==> src/rtl/interval_timer.sv <==
module interval_timer #(
  parameter int NUM_CH = 2,
  parameter int DATA_W = 32,
  parameter int ADDR_W = 3
) (
  input  logic              clk,
  input  logic              rst_n,
  input  logic              wr_en,
  input  logic              rd_en,
  input  logic [ADDR_W-1:0] addr,
  input  logic [DATA_W-1:0] wdata,
  output logic [DATA_W-1:0] rdata,
  output logic              irq
);
  localparam int CTRL_W = 11;
  localparam int SEL_W  = ADDR_W - 2;
  localparam int B_DOWN = 1;
  localparam int B_AREL = 4;
  localparam int B_IEN  = 6;
  localparam int B_RUN  = 7;
  localparam int B_STAT = 8;
  localparam logic [DATA_W-1:0] TOP = '1;

  logic [CTRL_W-1:0] ctrl_q [NUM_CH];
  logic [DATA_W-1:0] load_q [NUM_CH];
  logic [DATA_W-1:0] cnt_q  [NUM_CH];
  logic [NUM_CH-1:0] flag;
  logic [DATA_W-1:0] rd_val;

  for (genvar ch = 0; ch < NUM_CH; ch++) begin : g_ch
    wire sel     = addr[ADDR_W-1:2] == SEL_W'(ch);
    wire wr_ctrl = wr_en && sel && addr[1:0] == 2'd0;
    wire wr_load = wr_en && sel && addr[1:0] == 2'd1;
    wire run     = ctrl_q[ch][B_RUN];
    wire down    = ctrl_q[ch][B_DOWN];
    wire expire  = run && (down ? cnt_q[ch] == '0 : cnt_q[ch] == TOP);

    always_ff @(posedge clk) begin
      if (!rst_n) begin
        ctrl_q[ch] <= '0;
        load_q[ch] <= '0;
        cnt_q[ch]  <= '0;
      end else begin
        if (wr_load) load_q[ch] <= wdata;
        if (wr_ctrl) begin
          ctrl_q[ch] <= {wdata[10:9], (ctrl_q[ch][B_STAT] & ~wdata[8]) | expire, wdata[7:0]};
          if (wdata[B_RUN]) cnt_q[ch] <= load_q[ch];
        end else if (run) begin
          if (expire) begin
            ctrl_q[ch][B_STAT] <= 1'b1;
            if (ctrl_q[ch][B_AREL]) cnt_q[ch] <= load_q[ch];
            else ctrl_q[ch][B_RUN] <= 1'b0;
          end else begin
            cnt_q[ch] <= down ? cnt_q[ch] - 1'b1 : cnt_q[ch] + 1'b1;
          end
        end
      end
    end

    assign flag[ch] = ctrl_q[ch][B_STAT] & ctrl_q[ch][B_IEN];
  end

  always_comb begin
    rd_val = '0;
    for (int i = 0; i < NUM_CH; i++) begin
      if (addr[ADDR_W-1:2] == SEL_W'(i)) begin
        case (addr[1:0])
          2'd0:    rd_val = {{(DATA_W-CTRL_W){1'b0}}, ctrl_q[i]};
          2'd1:    rd_val = load_q[i];
          2'd2:    rd_val = cnt_q[i];
          default: rd_val = '0;
        endcase
      end
    end
  end

  always_ff @(posedge clk) begin
    if (!rst_n) rdata <= '0;
    else if (rd_en) rdata <= rd_val;
  end

  assign irq = |flag;
endmodule

==> config.mk <==
export PLATFORM = sky130hd
export DESIGN_NAME = interval_timer
export DESIGN_NICKNAME = d
export VERILOG_FILES = /design/src/rtl/interval_timer.sv
export SDC_FILE = /design/constraint.sdc
export NUM_CORES = 1
export LEC_CHECK = 0
export BUFFER_PORTS_ARGS = -buffer_cell sky130_fd_sc_hd__buf_2
export CAP_MARGIN = 10
export CORE_MARGIN = 8
export CORE_UTILIZATION = 55
export DETAILED_ROUTE_END_ITERATION = 8
export PLACE_DENSITY_LB_ADDON = 0.1
export SLEW_MARGIN = 15
export SYNTH_ARGS = -nofsm -noshare
export SYNTH_HDL_FRONTEND = slang
export SYNTH_SLANG_ARGS = --single-unit
==> constraint.sdc <==
create_clock -name clk -period 9.3 [get_ports clk]
set_clock_uncertainty 0.05 [all_clocks]
set_input_delay 1.395 -clock clk [delete_from_list [all_inputs] [get_ports clk]]
set_output_delay 1.395 -clock clk [all_outputs]
set_load 0.02 [all_outputs]
==> results of run 1 <==
## metal layers
layer  vias up  routed length (µm)  track usage, %
met4         0                 661           7.912
met2       316               15000           38.66
met1      4484               13990           31.96
met3        43                2089           4.378
li1       4420                   -               -
met5         -                   0               0
## Yosys cell counts (31+ instances only)
cell / instances / area share (%)
xnor2_1: 32 / 2.4
and2_1: 79 / 4.3
nand3_1: 39 / 1.7
inv_1: 31 / 1.0
o21ai_0: 79 / 3.4
a21oi_1: 83 / 3.6
nand2_1: 73 / 2.4
mux2i_1: 44 / 3.8
ha_1: 60 / 6.5
nor2b_1: 32 / 1.7
clkbuf_1: 50 / 1.6
edfxtp_1: 150 / 39
dfxtp_1: 32 / 5.5
## area by class of cell
type | instances | area (µm²) | area share (%)
inverters | 32 | 120.1 | 0.9491
diodes | 1 | 2.502 | 0.01977
clock inverters | 10 | 57.56 | 0.4548
clock buffers | 22 | 454.2 | 3.589
multi-input cells | 863 | 6095 | 48.16
repair buffers | 82 | 437.9 | 3.460
flip-flops and latches | 182 | 5145 | 40.65
well taps | 275 | 344.1 | 2.719
## power groups by stage
| stage | sequential (µW) | combinational [µW] | clock [µW] |
|---|---|---|---|
| after global placement | 1050 | 523 | 0 |
| after floorplan | 1030 | 396 | 0 |
| final | 1040 | 536 | 647 |
| after global routing | 1040 | 590 | 683 |
| after CTS | 1040 | 534 | 648 |
| after detailed placement | 1050 | 531 | 0 |
## layout by cell type, fill, tap and decap left out, drive strengths merged, types with 23 or more instances in the layout
master,count
dfxtp,32
edfxtp,150
and2,79
xnor2,32
nor2b,32
mux2i,44
and3,28
nand2,74
nand3,39
buf,82
a221oi,23
ha,60
a21oi,85
o21ai,86
a21o,28
a22o,28
inv,32
## tightest hold or removal path: cells and delay by family (launching register included)
family           cells  cell delay (ns)
AND/OR/NAND/NOR      1             0.09
multiplexers         1             0.07
flip-flops           1             0.33
## worst paths after layout
kind                        startpoint                    endpoint  slack, ns  cells after the start
max                            addr[0]  cnt_q[1][30]$_SDFFCE_PN0P_       4.98                      7
min             rdata[25]$_SDFFE_PN0P_      rdata[25]$_SDFFE_PN0P_       0.47                      2
max reg2reg  cnt_q[1][5]$_SDFFCE_PN0P_  cnt_q[1][30]$_SDFFCE_PN0P_       5.41                     10
min reg2reg     rdata[25]$_SDFFE_PN0P_      rdata[25]$_SDFFE_PN0P_       0.47                      2
## flip-flops by register name (all words and copies together), names as in the netlist
signal  cells
cnt_q      64
load_q     64
rdata      32
ctrl_q     22
## logic make-up after synthesis
group           count (synthesis)  synth area share (%)
compound gates                360                 21.33
xor+xnor                       54                 4.079
fa+ha+maj                      62                 6.821
buf+inv                        95                 3.367
flops                         182                 44.38
mux                            44                 3.799
simple gates                  343                 16.23
## per-stage QoR
stage / util [%] / cell area [µm²] / hold slack [ns]
floorplan: - / 11590 / 0.4632
global placement: 58.13 / 12140 / 0.4421
detailed placement: 58.13 / 12140 / 0.4555
CTS: 60.58 / 12650 / 0.4699
global route: 60.59 / 12660 / 0.4886
finish: 60.59 / 12660 / 0.4722
==> impl_results.md, run 1 <==
- Run status: finished, final reports clean
- Nature of the critical path startpoint: input port
- Clock latency reported for the late side of the worst-skew pair: 0.44 ns
- Routability congestion estimate from global placement: between 0.8 and 0.9
- CTS Root Buffer Type: clkbuf_16
- Maximum number of pins on one net before global-route repair: 71
- Layout-stage area growth over the synthesis result: 9.163%
- Number of vias per cell: 6.314
- Slew @ Worst Pin: 1.025 ns
- Vias in the first global route: 8925
- Die Outline Area: between 20000 and 30000 µm²
- Iteration-0 DRC count of the detailed router: ~800
- Buffers added on ports: 71
- Routed vias: about 9.3k
- Total design power: 2219 µW
- Htree depth: 4
- Buffers and inverters on the worst path: 2
- Cts bufs inserted: 17
- Detailed Place HPWL: between 20 and 25 mm
- Sink count of the clock tree: 182
- Count of mapped cells out of synthesis: 1140
- Power density relative to cell area: 175.4 nW/µm²
- Main flop type after synthesis: edfxtp_1
- Net count of the finished layout: about 1.3k
- Antenna violations before repair: 1
- Final number of setup-violating endpoints: 0
- Data arrival time at the worst-slack endpoint: between 4 and 5 ns
- CTS tree: done
- Hold/Removal Path Class: reg2reg
- Post-Place Worst Slack: 4.561 ns
- Routed Wire Length: 31.74 mm
- Buffer count from post-CTS setup fixing: 0
- Max-slew violation total from the final report: 0
- Critical Setup Path Class: in2reg
- Post-CTS Hold Fix Bufs: 0
- Req. time, crit path: 9.37 ns
- Global-route wire length before repair: roughly 50 mm
- Count of maximum capacitance violations: 0
- Relative contribution of combinational cells to total power: roughly 24%
- Internal cell power: 1524 µW
- Post-synthesis register bit count: 182
- Top Family by Delay on Critical Path: simple AND/OR/NAND/NOR gates
- Switching part of the total: 31.33%
- Setup total negative slack: 0 ns
- Post-layout instance count excluding filler cells: roughly 1.5k
- Synthesis Warnings: 0
- Syn avg cell area: 10.17 µm²
- Slowest cell on the critical path: a31o_2
- Placed cells: roughly 1.4k
- Final period util: 46.48%
- Number of distinct library cell variants in the gate-level netlist after synthesis: 72
- Sort of element at the end of the critical path: flop
- Sequential share of power: 46.7%
- Worst Setup Slack, final: 4.977 ns
- Clock slew at the register clock pins of the worst setup and hold paths: 0.06 ns
- Final period demand of the worst path: 4.323 ns
- Placeable core region: 20890 µm²
- VDD IR-drop max: 125.9 µV
- Highest Clock Rate: 0.2313 GHz
- Clock network fraction of total power: 29.1%
- I/O pin cnt: 72
- Routed wirelength normalized by instance count: 21.63 µm
- Final hold vios: 0
- Leak: approximately 0.0050 µW
- Ratio of cells with drive above 1 in the final layout: 11.17%
- GRT Residual Overflow: 0
- Share of flip-flops with an asynchronous set or reset: 0%
- Cell area after synthesis: approximately 12000 µm²
- Relative max-transition margin: 31.38%
- Detailed-route DRC error count: 0
- Share of the yosys chip area belonging to registers: approximately 44%
- Number of enable-type register cells in the synthesized netlist: 150
- Setup repair after global routing missed its margin: no
- Die Y-Extent: 161.2 µm
- Clock Path Buffers: 2
- Rows: 53
- Net load switching power: 695.4 µW
- Number of fill cells in the layout: 1814
- Number of gates resized after cts: 0
- Die extent in x: approximately 160 µm
- Worst path max stage delay: 0.62 ns
- Largest fanout on the critical path: 33
- Overall routing resource usage: a little under a quarter
- Post-Synthesis Net Count: 1241
- Starting utilization of the core area: approximately 56%
- DR pass1 iterations: 6
- Remaining antenna violation count after routing: 0
- Crit-path cells: buf_2, nor2_1, and3_1, nor2b_1, a31o_2, nand3b_1, buf_4
No activity file was read; power rests on OpenSTA's default activity.
==> run 2, diff against run 1 <==
==> constraint.sdc (replaced) <==
create_clock -name clk -period 4 [get_ports clk]
set_clock_uncertainty 0.05 [all_clocks]
set_input_delay 0.6 -clock clk [delete_from_list [all_inputs] [get_ports clk]]
set_output_delay 0.6 -clock clk [all_outputs]
set_load 0.02 [all_outputs]
==> run 2 against run 1 <==
Clock-buffer cell count down 2. Non-clock buffer count increased by 14. Worst hold slack worse by 0.044 ns. First-iteration DRC count rose by 8.3%. Setup slack got worse by 4.4 ns. Core utilization up 0.78 points. Sequential share of layout area down 0.52 points. Design area increased by 1.3%. Critical endpoint is now cnt_q[1][29]$_SDFFCE_PN0P_. Highest routed layer unchanged.
==> impl_results.md, run 2 (synthesis results as in run 1) <==
- Clock latency reported for the late side of the worst-skew pair: 0.43 ns (about the same)
- Die Outline Area: 25980 µm² (unchanged)
- DR pass1 iterations: 5 (-1)
- Post-route design area: 12820 µm² (+1.3%)
- Detailed-route DRC error count: 0 (unchanged)
- Slew @ Worst Pin: 0.7465 ns (-0.2790 ns)
- Req. time, crit path: 4.10 ns (-5.27 ns)
- Placeable core region: 20890 µm² (unchanged)
- Max-slew violation total from the final report: 0 (unchanged)
- Critical Setup Path Class: reg2reg
- Layout-stage area growth over the synthesis result: 10.58%
- Maximum number of pins on one net before global-route repair: 65 (-8.5%)
- Most used cells in the layout excluding fill and tap cells: 150 x edfxtp_1, 83 x a21oi_1, 79 x and2_1
- Vias in the first global route: 9071 (+1.6%)
- Data arrival time at the worst-slack endpoint: 3.53 ns (-0.86 ns)
- Highest Clock Rate: 0.2916 GHz
- GRT Residual Overflow: 0 (unchanged)
- VDD IR-drop max: 303.9 µV (+140%)
- Worst hold-check slack: 0.4286 ns (-0.04362 ns)
- Register-to-register path setup slack: 0.57 ns (-4.84 ns)
- Ratio of cells with drive above 1 in the final layout: 12.61% (+1.4 points)
- Sink count of the clock tree: 182 (unchanged)
- I/O pin cnt: 72 (unchanged)
- Routed vias: 9387 (+1.3%)
- Routed Wire Length: 32.64 mm (+2.8%)
- Count of maximum capacitance violations: 0 (unchanged)
- Htree depth: 4 (unchanged)
- Final number of setup-violating endpoints: 0 (unchanged)
- Worst hold endpoint: load_q[1][24]$_SDFFCE_PN0P_
- Die extent in x: 161.2 µm (unchanged)
- Remaining antenna violation count after routing: 0 (unchanged)
- Clock Path Buffers: 2 (unchanged)
- Worst path max stage delay: 0.62 ns (about the same)
- Relative max-transition margin: 50.24% (+19 points)
- Routability congestion estimate from global placement: 0.8837 (+3.1%)
- Final hold vios: 0 (unchanged)
- Largest fanout on the critical path: 23 (-30%)
- Depth of the most critical reg-to-reg path: 11 (+1)
- Library cell appearing most often on the critical path: o21ai_0
- Slowest cell on the critical path: edfxtp_1
- Buffers added on ports: 71 (unchanged)
- Number of gates resized after cts: 0 (unchanged)
- Die Y-Extent: 161.2 µm (unchanged)
- Most frequent standard cell in the layout excluding fill and tap cells: edfxtp_1
- Run status: finished, final reports clean
- Starting utilization of the core area: 55.50% (unchanged)
- Leak: 0.005146 µW (+2.1%)
- Crit-path cells: buf_4, ha_1, o21a_1, o211ai_1, o21ai_0, o21ai_1, o21ai_2, a41oi_1, nor2b_1, xor2_1, o21ai_0
- Iteration-0 DRC count of the detailed router: 889 (+8.3%)
- Routed wirelength normalized by instance count: 22.05 µm (+1.9%)
- Global-route wire length before repair: 50.67 mm (+3.8%)
- Hold Crit Depth: 2 (unchanged)
- Placed cell areas: 12260 µm² (+0.97%)
- Worst reg2reg path startpoint: ctrl_q[1][1]$_SDFFCE_PN0P_
- Number of vias per cell: 6.343 (+0.45%)
- Sort of element at the end of the critical path: flop
- Number of fill cells in the layout: 1787 (-1.5%)
- Worst Setup Slack, final: 0.5704 ns (-4.407 ns)
- Setup total negative slack: 0 ns (unchanged)
- Ant diodes: 0 (-1)
- CTS tree: done
- Final period util: 85.74%
- Cts bufs inserted: 17 (unchanged)
- Top Registers: cnt_q: 64 flops, load_q: 64 flops, rdata: 32 flops
- Power density relative to cell area: 413.4 nW/µm² (+140%)
- Buffer count from post-CTS setup fixing: 0 (unchanged)
- Final period demand of the worst path: 3.430 ns
- Rows: 53 (unchanged)
- Detailed Place HPWL: 23.78 mm (+2.4%)
- Clock slew at the register clock pins of the worst setup and hold paths: 0.07 ns (about the same)
- Post-route core utilization: 61.37% (+0.78 points)
- Nature of the critical path startpoint: flop
- Setup repair after global routing missed its margin: no
- Post-CTS Hold Fix Bufs: 0 (unchanged)
- Antenna violations before repair: 0 (-1)
- Overall routing resource usage: 24.82% (+0.89 points)
- Net count of the finished layout: 1293 (+1.1%)
- Source of the worst hold timing path: wdata[24]
- Post-Place Worst Slack: 0.6213 ns (-3.939 ns)
- Endpoint of the worst register-to-register path: cnt_q[1][29]$_SDFFCE_PN0P_
- CTS Root Buffer Type: clkbuf_16
- Hold/Removal Path Class: in2reg
[run 2: changes by cell type in the layout (fill, tap and decap cells not counted), sizes merged]
cell      before  now
clkinv         7    8
bufinv         0    1
clkinvlp       3    2
inv           32   33
clkbuf        22   20
buf           82   96
diode          1    0
[run 2: stage by stage]
step                power [µW]  std cells
floorplan                 3318       1140
global placement          3697       1448
detailed placement        3702       1448
CTS                       5299       1480
global route              5534       1480
finish                    5300       1480
[run 2: worst max path at each step]
stage | start | to | slack, ns | depth (start not counted)
after floorplan | ctrl_q[1][1]$_SDFFCE_PN0P_ | cnt_q[1][0]$_SDFFCE_PN0P_ | 0.28 | 10
after global placement | ctrl_q[1][1]$_SDFFCE_PN0P_ | cnt_q[1][24]$_SDFFCE_PN0P_ | 0.68 | 11
after detailed placement | ctrl_q[1][1]$_SDFFCE_PN0P_ | cnt_q[1][29]$_SDFFCE_PN0P_ | 0.62 | 11
after CTS | ctrl_q[1][1]$_SDFFCE_PN0P_ | cnt_q[1][29]$_SDFFCE_PN0P_ | 0.58 | 11
after global routing | ctrl_q[1][1]$_SDFFCE_PN0P_ | cnt_q[1][24]$_SDFFCE_PN0P_ | 0.28 | 11
final | ctrl_q[1][1]$_SDFFCE_PN0P_ | cnt_q[1][29]$_SDFFCE_PN0P_ | 0.57 | 11
[run 2: cell type report]
type / instances / area [µm²] / share of cell area [%]
Clock buffer: 20 / 456.7 / 3.562
Clock inverter: 12 / 103.9 / 0.8101
Inverter: 32 / 120.1 / 0.9369
Multi-Input combinational cell: 863 / 6095 / 47.54
Sequential cell: 182 / 5145 / 40.13
Tap cell: 275 / 344.1 / 2.684
Timing Repair Buffer: 96 / 555.5 / 4.333
[run 2: critical path, delay by kind of cell, from the launching register on]
family / cells / cell delay, ns
AND/OR/NAND/NOR: 1 / 0.19
buffers and inverters: 1 / 0.37
XOR/XNOR: 1 / 0.18
AO/OA/AOI/OAI: 7 / 1.38
adder cells (fa/ha/maj): 1 / 0.36
flip-flops: 1 / 0.62
[run 2: layer usage]
layer	global-route usage [%]	vias to the layer above	wire length [µm]
met4	7.660	0	744
met5	0	-	0
met2	41.06	374	15480
met1	32.87	4500	14110
met3	3.996	51	2307
li1	-	4462	-
[run 2: report_power, final]
| part | internal (µW) | switching (µW) |
|---|---|---|
| Clock | 890 | 729 |
| Combinational | 518 | 757 |
| Sequential | 2230 | 174 |
==> run 3, diff against run 2 <==
--- a/config.mk
+++ b/config.mk
@@ -9,6 +9,7 @@
 export CAP_MARGIN = 10
 export CORE_MARGIN = 8
 export CORE_UTILIZATION = 55
+export CTS_BUF_LIST = sky130_fd_sc_hd__clkbuf_8
 export DETAILED_ROUTE_END_ITERATION = 8
 export PLACE_DENSITY_LB_ADDON = 0.1
 export SLEW_MARGIN = 15
==> run 3 against run 2 <==
Clock power fell by 25%. First-iteration DRC count increased by 6.2%. Largest power group unchanged. Power is 7.8% lower. Final cell count did not move. Fmax down 0.24%. Setup slack got worse by 0.0081 ns. Core utilization fell by 0.92 points. Design area decreased by 1.5%. Critical endpoint unchanged. Combinational power about the same.
==> impl_results.md, run 3 (synthesis results as in run 1) <==
- Power density relative to cell area: 386.9 nW/µm² (-6.4%)
- Nature of the critical path startpoint: flop
- Iteration-0 DRC count of the detailed router: 944 (+6.2%)
- Final period demand of the worst path: 3.438 ns (+0.008131 ns)
- Maximum number of pins on one net before global-route repair: 65 (unchanged)
- Crit-path cells: buf_4, ha_1, o21a_1, o211ai_1, o21ai_0, o21ai_1, o21ai_2, a41oi_1, nor2b_1, xor2_1, o21ai_0
- Final number of setup-violating endpoints: 0 (unchanged)
- Ant diodes: 0 (unchanged)
- Multi-input gate area: 6095 µm² (unchanged)
- Slew @ Worst Pin: 0.7334 ns (-0.01309 ns)
- Routability congestion estimate from global placement: 0.8837 (unchanged)
- Sink count of the clock tree: 182 (unchanged)
- Detailed-route DRC error count: 0 (unchanged)
- Highest Clock Rate: 0.2909 GHz (-0.24%)
- I/O pin cnt: 72 (unchanged)
- Post-CTS Hold Fix Bufs: 0 (unchanged)
- Number of vias per cell: 6.366 (+0.37%)
- Most used cells in the layout excluding fill and tap cells: 150 x edfxtp_1, 83 x a21oi_1, 79 x and2_1
- Layout-stage area growth over the synthesis result: 8.925%
- Overall routing resource usage: 24.93% (+0.11 points)
- Buffers added on ports: 71 (unchanged)
- Req. time, crit path: 4.15 ns (+0.05 ns)
- Clock Path Buffers: 2 (unchanged)
- Top Family by Delay on Critical Path: compound AO/OA/AOI/OAI gates
- Count of maximum capacitance violations: 0 (unchanged)
- Die Y-Extent: 161.2 µm (unchanged)
- CTS tree: done
- Setup repair after global routing missed its margin: no
- Hold/Removal Path Class: in2reg
- Remaining antenna violation count after routing: 0 (unchanged)
- Antenna violations before repair: 0 (unchanged)
- VDD IR-drop max: 212.3 µV (-30%)
- Buffer count from post-CTS setup fixing: 0 (unchanged)
- Ratio of cells with drive above 1 in the final layout: 12.61% (unchanged)
- Global-route wire length before repair: 50.79 mm (+0.24%)
- Routed wirelength normalized by instance count: 22.10 µm (+0.24%)
- Number of gates resized after cts: 0 (unchanged)
- Die extent in x: 161.2 µm (unchanged)
- Number of fill cells in the layout: 1818 (+1.7%)
- Routed Wire Length: 32.72 mm (+0.24%)
- Seq. cell area: 5145 µm² (unchanged)
- Max-slew violation total from the final report: 0 (unchanged)
- Final hold vios: 0 (unchanged)
- Total design power: 4886 µW (-7.8%)
- Worst path max stage delay: 0.64 ns (+0.02 ns)
- Vias in the first global route: 9039 (-0.35%)
- Critical Setup Path Class: reg2reg
- Rows: 53 (unchanged)
- Run status: finished, final reports clean
- CTS Root Buffer Type: clkbuf_8
- Worst hold-check slack: 0.3852 ns (-0.04347 ns)
- Placeable core region: 20890 µm² (unchanged)
- Setup total negative slack: 0 ns (unchanged)
- Leak: 0.005063 µW (-1.6%)
- Slowest cell on the critical path: edfxtp_1
- GRT Residual Overflow: 0 (unchanged)
- Clock latency reported for the late side of the worst-skew pair: 0.47 ns (+0.04 ns)
- Relative max-transition margin: 51.11% (+0.87 points)
- Net count of the finished layout: 1293 (unchanged)
- Buffers and inverters on the worst path: 1 (unchanged)
- Library cell appearing most often on the critical path: o21ai_0
- Htree depth: 4 (unchanged)
- Routed vias: 9422 (+0.37%)
- Most frequent standard cell in the layout excluding fill and tap cells: edfxtp_1
- Clock slew at the register clock pins of the worst setup and hold paths: 0.10 ns (+0.03 ns)
- DR pass1 iterations: 5 (unchanged)
- Starting utilization of the core area: 55.50% (unchanged)
- Sort of element at the end of the critical path: flop
- Cts bufs inserted: 17 (unchanged)
- Largest fanout on the critical path: 23 (unchanged)
- Final period util: 85.94% (+0.20 points)
- Top Registers: cnt_q: 64 flops, load_q: 64 flops, rdata: 32 flops
- Data arrival time at the worst-slack endpoint: 3.58 ns (+0.05 ns)
- Detailed Place HPWL: 23.78 mm (unchanged)
- Die Outline Area: 25980 µm² (unchanged)
[run 3: area by class of cell]
type / instances / area share (%)
multi-input cells: 863 / 48.26
flip-flops and latches: 182 / 40.74
repair buffers: 96 / 4.399
well taps: 275 / 2.725
clock buffers: 19 / 2.071
inverters: 32 / 0.9511
clock inverters: 13 / 0.8521
[run 3: worst paths after layout]
check,slack (ns),startpoint,to,cells after the start
worst max-delay path,0.56,ctrl_q[1][1]$_SDFFCE_PN0P_,cnt_q[1][29]$_SDFFCE_PN0P_,11
worst max register to register,0.56,ctrl_q[1][1]$_SDFFCE_PN0P_,cnt_q[1][29]$_SDFFCE_PN0P_,11
worst min register to register,0.48,rdata[23]$_SDFFE_PN0P_,rdata[23]$_SDFFE_PN0P_,2
worst min-delay path,0.39,wdata[24],load_q[1][24]$_SDFFCE_PN0P_,2
[run 3: routing by layer]
layer,part of all wire (%),routed length (µm),track usage (%)
met1,43,14190,33.11
met2,48,15660,41.39
met3,6.9,2270,3.970
met4,1.8,595,7.239
met5,0,0,0
[run 3: stage by stage]
stage | util [%] | instance area, µm² | worst slack, ns | cells
after floorplan | - | 11590 | 0.2815 | 1140
after global routing | 60.46 | 12630 | 0.2796 | 1480
final | 60.46 | 12630 | 0.5623 | 1480
after detailed placement | 58.69 | 12260 | 0.6213 | 1448
after CTS | 60.46 | 12630 | 0.5807 | 1480
after global placement | 58.69 | 12260 | 0.6788 | 1448
[run 3: report_power, final]
part	switching [µW]	internal (µW)
Clock	684	521
Sequential	175	2230
Combinational	758	518
Total	1620	3270
